### config.mk
export PLATFORM = sky130hd
export DESIGN_NAME = irqc_top
export DESIGN_NICKNAME = d
export VERILOG_FILES = /design/src/rtl/irqc_pkg.sv /design/src/rtl/irqc_pin_filter.sv /design/src/rtl/irqc_flag_bank.sv /design/src/rtl/irqc_prio_enc.sv /design/src/rtl/irqc_top.sv
export SDC_FILE = /design/constraint.sdc
export NUM_CORES = 1
export LEC_CHECK = 0
export BUFFER_PORTS_ARGS = -buffer_cell sky130_fd_sc_hd__buf_2
export CAP_MARGIN = 20
export CORE_ASPECT_RATIO = 0.7
export CORE_MARGIN = 5
export CORE_UTILIZATION = 47
export DETAILED_ROUTE_END_ITERATION = 6
export PLACE_DENSITY_LB_ADDON = 0.12
export SLEW_MARGIN = 15
export SYNTH_ARGS = -nofsm -noshare
export SYNTH_HDL_FRONTEND = slang
export SYNTH_HIERARCHICAL = 1
export SYNTH_SLANG_ARGS = --single-unit
### constraint.sdc
create_clock -name clk -period 4.17 [get_ports clk]
set_input_delay 0.834 -clock clk [delete_from_list [all_inputs] [get_ports clk]]
set_output_delay 0.834 -clock clk [all_outputs]
set_load 0.02 [all_outputs]
### src/rtl/irqc_pkg.sv
package irqc_pkg;
  localparam int unsigned VEC_BASE = 3;
  localparam int unsigned VEC_STEP = 3;
  typedef enum logic {EDGE_RISE = 1'b0, EDGE_FALL = 1'b1} edge_sel_e;
endpackage

### src/rtl/irqc_pin_filter.sv
module irqc_pin_filter #(
  parameter int unsigned FILT_LEN = 8
) (
  input  logic clk,
  input  logic rst_n,
  input  logic pin_i,
  input  logic bypass_i,
  input  logic fall_i,
  output logic event_o
);
  localparam int unsigned CNT_W = (FILT_LEN > 2) ? $clog2(FILT_LEN) : 1;
  localparam logic [CNT_W-1:0] CNT_LAST = CNT_W'(FILT_LEN - 1);

  logic             samp_q, lvl_q, lvl_d;
  logic [CNT_W-1:0] cnt_q, cnt_d;
  logic             differ, take;

  always_comb begin
    differ  = samp_q ^ lvl_q;
    take    = differ & (bypass_i | (cnt_q == CNT_LAST));
    cnt_d   = (differ & ~take) ? cnt_q + 1'b1 : '0;
    lvl_d   = take ? samp_q : lvl_q;
    event_o = take & (samp_q ^ fall_i);
  end

  always_ff @(posedge clk or negedge rst_n) begin
    if (!rst_n) begin
      samp_q <= 1'b0;
      lvl_q  <= 1'b0;
      cnt_q  <= '0;
    end else begin
      samp_q <= pin_i;
      lvl_q  <= lvl_d;
      cnt_q  <= cnt_d;
    end
  end

  // checker-side run length of the sampled pin, saturating
  logic [CNT_W:0] run_q;
  always_ff @(posedge clk or negedge rst_n) begin
    if (!rst_n)                       run_q <= '0;
    else if (samp_q != pin_i)         run_q <= '0;
    else if (run_q != (CNT_W+1)'(FILT_LEN)) run_q <= run_q + 1'b1;
  end

  // a filtered level change needs a stable sampled run of FILT_LEN edges
  p_filter_width_r8: assert property (@(posedge clk) disable iff (!rst_n)
    (!$past(bypass_i) && (lvl_q != $past(lvl_q))) |-> ($past(run_q) >= (CNT_W+1)'(FILT_LEN - 1)));

  // an event always matches the selected polarity of the new level
  p_event_polarity_r9: assert property (@(posedge clk) disable iff (!rst_n)
    event_o |=> (lvl_q == ~$past(fall_i)));
endmodule

### src/rtl/irqc_flag_bank.sv
module irqc_flag_bank #(
  parameter int unsigned NUM_SRC = 10
) (
  input  logic               clk,
  input  logic               rst_n,
  input  logic [NUM_SRC-1:0] set_i,
  input  logic               clr_we_i,
  input  logic [NUM_SRC-1:0] clr_data_i,
  input  logic               mask_we_i,
  input  logic [NUM_SRC-1:0] mask_data_i,
  output logic [NUM_SRC-1:0] flag_o,
  output logic [NUM_SRC-1:0] mask_o
);
  logic [NUM_SRC-1:0] flag_q, flag_d, mask_q, mask_d;

  always_comb begin
    flag_d = (clr_we_i ? (flag_q & clr_data_i) : flag_q) | set_i;
    mask_d = mask_we_i ? mask_data_i : mask_q;
  end

  always_ff @(posedge clk or negedge rst_n) begin
    if (!rst_n) begin
      flag_q <= '0;
      mask_q <= '0;
    end else begin
      flag_q <= flag_d;
      mask_q <= mask_d;
    end
  end

  assign flag_o = flag_q;
  assign mask_o = mask_q;

  // a flag rises only where a request was present
  p_flag_rise_by_req_r3: assert property (@(posedge clk) disable iff (!rst_n)
    1'b1 |=> ((flag_q & ~$past(flag_q) & ~$past(set_i)) == '0));
  // requests always land, even against a clearing write
  p_req_wins_r4: assert property (@(posedge clk) disable iff (!rst_n)
    (|set_i) |=> ((flag_q & $past(set_i)) == $past(set_i)));
  // mask holds without a write
  p_mask_hold_r5: assert property (@(posedge clk) disable iff (!rst_n)
    !mask_we_i |=> (mask_q == $past(mask_q)));
endmodule

### src/rtl/irqc_prio_enc.sv
module irqc_prio_enc
  import irqc_pkg::*;
#(
  parameter int unsigned NUM_SRC = 10,
  parameter int unsigned VEC_W   = 8
) (
  input  logic [NUM_SRC-1:0] pend_i,
  output logic [VEC_W-1:0]   vec_o
);
  logic [VEC_W-1:0] vec_tab [NUM_SRC];

  for (genvar g = 0; g < NUM_SRC; g++) begin : g_vec
    assign vec_tab[g] = VEC_W'(VEC_BASE + VEC_STEP * g);
  end

  always_comb begin
    vec_o = '0;
    for (int i = NUM_SRC - 1; i >= 0; i--) begin
      if (pend_i[i]) vec_o = vec_tab[i];
    end
  end
endmodule

### src/rtl/irqc_top.sv
module irqc_top
  import irqc_pkg::*;
#(
  parameter int unsigned NUM_SRC  = 10,
  parameter int unsigned VEC_W    = 8,
  parameter int unsigned FILT_LEN = 8,
  parameter int unsigned EXT_IDX  = 0
) (
  input  logic               clk,
  input  logic               rst_n,
  input  logic [NUM_SRC-1:0] req_i,
  input  logic               ext_pin_i,
  input  logic               ext_fall_i,
  input  logic               filt_off_i,
  input  logic               gie_i,
  input  logic               flag_we_i,
  input  logic [NUM_SRC-1:0] flag_wdata_i,
  input  logic               mask_we_i,
  input  logic [NUM_SRC-1:0] mask_wdata_i,
  output logic [NUM_SRC-1:0] flag_o,
  output logic [NUM_SRC-1:0] mask_o,
  output logic               irq_o,
  output logic [VEC_W-1:0]   vec_o
);
  logic               ext_evt;
  logic [NUM_SRC-1:0] set_vec, pend;

  irqc_pin_filter #(.FILT_LEN(FILT_LEN)) u_filt (
    .clk(clk), .rst_n(rst_n), .pin_i(ext_pin_i), .bypass_i(filt_off_i),
    .fall_i(ext_fall_i), .event_o(ext_evt)
  );

  always_comb begin
    set_vec          = req_i;
    set_vec[EXT_IDX] = req_i[EXT_IDX] | ext_evt;
  end

  irqc_flag_bank #(.NUM_SRC(NUM_SRC)) u_bank (
    .clk(clk), .rst_n(rst_n), .set_i(set_vec), .clr_we_i(flag_we_i),
    .clr_data_i(flag_wdata_i), .mask_we_i(mask_we_i), .mask_data_i(mask_wdata_i),
    .flag_o(flag_o), .mask_o(mask_o)
  );

  assign pend  = flag_o & mask_o;
  assign irq_o = gie_i & (|pend);

  irqc_prio_enc #(.NUM_SRC(NUM_SRC), .VEC_W(VEC_W)) u_enc (
    .pend_i(pend), .vec_o(vec_o)
  );

  // no request to the CPU while globally disabled
  p_irq_needs_gie_r7: assert property (@(posedge clk) disable iff (!rst_n)
    irq_o |-> gie_i);
  // a zero vector means nothing enabled is pending
  p_vec_zero_r6: assert property (@(posedge clk) disable iff (!rst_n)
    (vec_o == '0) |-> ((flag_o & mask_o) == '0));
endmodule

==> results.cfg <==
[status]
status = finished clean

[logic_synthesis]
syn_inst = 107
syn_avg_cell_area_um2 = 11.69
synth_edf_count = 0
yosys_warnings = 6
synth_area_mm2 = 0.001251
yosysSeqAreaShare = 0.5000
yosys.cell_types.count = 33
synth_seq_cells = 25
async_flop_share = 1.000
yosys_most_used_dff = dfrtp_1

[worst_setup_path]
critical_path_class = reg2out
crit_path_start_kind = register
cp_max_fo = 6
critPathCaptureType = output pin
crit_arrival_ps = 1940
crit_required_ps = 3340

[clock_network]
cts_hold_buffers = 0
clk_pin_slew_worst_paths_ps = 80
cts_setup_buffers = 0
cts_buffers = 3
worstSkewPairLatency_ps = 260
cts_tree = built
post_cts_resized = 0
cts_sinks = 25
clk_root_buffer_cell = clkbuf_8
clock_path_buffers = 2
cts_max_level = 1

[finish]
drive_gt1_frac = 0.4709
utilization = 0.6521
syn2layout_area_growth_pct = 30.10
insertedDiodeCount = 0
final_common_cell = buf_2
fill_cells = 221
final_nets = 213
design_area_mm2 = 0.001628
mostFrequentLayoutCells = buf_2, dfrtp_1, nand2b_1, a21o_1, mux2_2

[sta]
relSlewSlack = 0.6330
rsz0062_at_grt = no
setup_ws_ps = 1393
tns_ps = 0
hold_viol = 0
period_minus_slack_ps = 2777
fmax_ghz = 0.3600
skew_ps = 0.9701
min_period_over_period = 0.6661
setup_viol = 0
worst_slew_pin_slew_ps = 550.6
slew_viol_final = 0

[placement]
dpl_worst_slack_ps = 1672
portBuffers = 63
placed_area_mm2 = 0.001583
gp_congestion = 0.8433
dp_hpwl_um = 2453

[detailed_routing]
drtPass1Iterations = 4
drt-vias-per-instance = 5.112
num_vias = 1053
routed_wl_um = 3067
drc = 0
antenna_left = 0
wire_per_inst_um = 14.89
drtIter0Drc = 32

[die]
die_h_um = 53.17
num_rows = 15
fp.dieArea_mm2 = 0.003811
fp.dieW_um = 71.67
initial_core_util = 0.5013
io_pins = 67
design.core.area_mm2 = 0.002496

[global_route]
antenna_found_initial = 0
overflow = 0
grt_max_degree = 26
track_usage = 0.1796
grt_pass1_vias = 1050
grt_pass1_wl_um = 5099

[pwr]
p_per_area_mw_per_mm2 = 351.7
p_leak_nw = 0.7895
ir_drop_v = 0.0003015

[run]
cap_viol_max_count = 0

[worst_hold_path]
min_path_type = reg2reg
## state kept, by name (all words and copies together), names as in the netlist
signal and flops:
u_bank/flag_o 10, u_bank/mask_o 10, u_filt/cnt_q 3, u_filt/lvl_q 1, u_filt/samp_q 1
## worst max-delay path, stage by stage, from the launching register on
cell     delay (ps)
dfrtp_1         390
and2_1          230
or4_1           540
o41a_1          370
buf_2           160
## path summary, 6_finish.rpt
check | startpoint | endpoint | slack (ps) | cells after the start
worst min register to register | u_filt/cnt_q[0] | u_filt/cnt_q[0] | 460 | 1
worst min-delay path | u_filt/cnt_q[0] | u_filt/cnt_q[0] | 460 | 1
worst max-delay path | u_bank/flag_o[1] | irq_o | 1390 | 4
worst max register to register | u_filt/cnt_q[0] | u_bank/flag_o[0] | 2510 | 6
min in group asynchronous | rst_n | u_bank/flag_o[2] | 550 | 1
max in group asynchronous | rst_n | u_bank/mask_o[4] | 3260 | 1
## report_power, final
part | switching [mW] | internal [mW] | total [mW] | leakage, nW
Clock | 0.0693 | 0.0682 | 0.138 | 0.0228
Combinational | 0.0912 | 0.0677 | 0.159 | 0.486
Sequential | 0.0144 | 0.262 | 0.276 | 0.281
Total | 0.175 | 0.398 | 0.573 | 0.789
## Yosys cell counts (all sizes together) (2+ instances only)
library cell,instances,area (um^2)
or2,2,12.51
o31ai,2,15.01
a22o,2,17.52
nand2b,10,62.56
mux2,11,123.9
nor2,5,18.77
ha,2,25.02
buf,4,33.78
a21o,10,75.07
nor4,2,12.51
and3b,2,17.52
nor3,3,15.01
dfrtp,25,625.6
a21oi,2,10.01
and2,10,63.81
## cell type report
type | instances | area [um^2] | share of cell area
clock buffers | 4 | 45.04 | 0.02767
inverters | 1 | 3.754 | 0.002306
multi-input cells | 79 | 595.6 | 0.3659
flip-flops and latches | 25 | 625.6 | 0.3843
well taps | 34 | 42.54 | 0.02613
repair buffers | 63 | 315.3 | 0.1937
## layer usage
metal / track usage / vias to the layer above / wire length [um] / part of all wire
met5: 0 / - / 0 / 0
met4: 0.05625 / 0 / 38 / 0.012
met3: 0.07400 / 4 / 374 / 0.12
met2: 0.2790 / 57 / 1324 / 0.43
met1: 0.2280 / 480 / 1330 / 0.43
li1: - / 512 / - / -
## stage by stage
| stage | power (mW) | std cells | hold WS [ps] |
|---|---|---|---|
| floorplan | 0.3795 | 109 | 415.4 |
| global placement | 0.4357 | 202 | 426.8 |
| detailed placement | 0.4403 | 202 | 447.2 |
| CTS | 0.5822 | 206 | 458.5 |
| global route | 0.6098 | 206 | 469.9 |
| finish | 0.5726 | 206 | 457.3 |
## cell families (layout without fill, tap and decap cells)
group,Yosys count,after routing,synth area share
simple gates,41,41,0.2070
flops,25,25,0.5000
compound gates,21,21,0.1340
mux,11,11,0.09900
buf+inv,5,68,0.03000
fa+ha+maj,2,2,0.02000
other cells,1,3,0.002997
xor+xnor,1,1,0.007001
(Power assumes the default switching activity.)
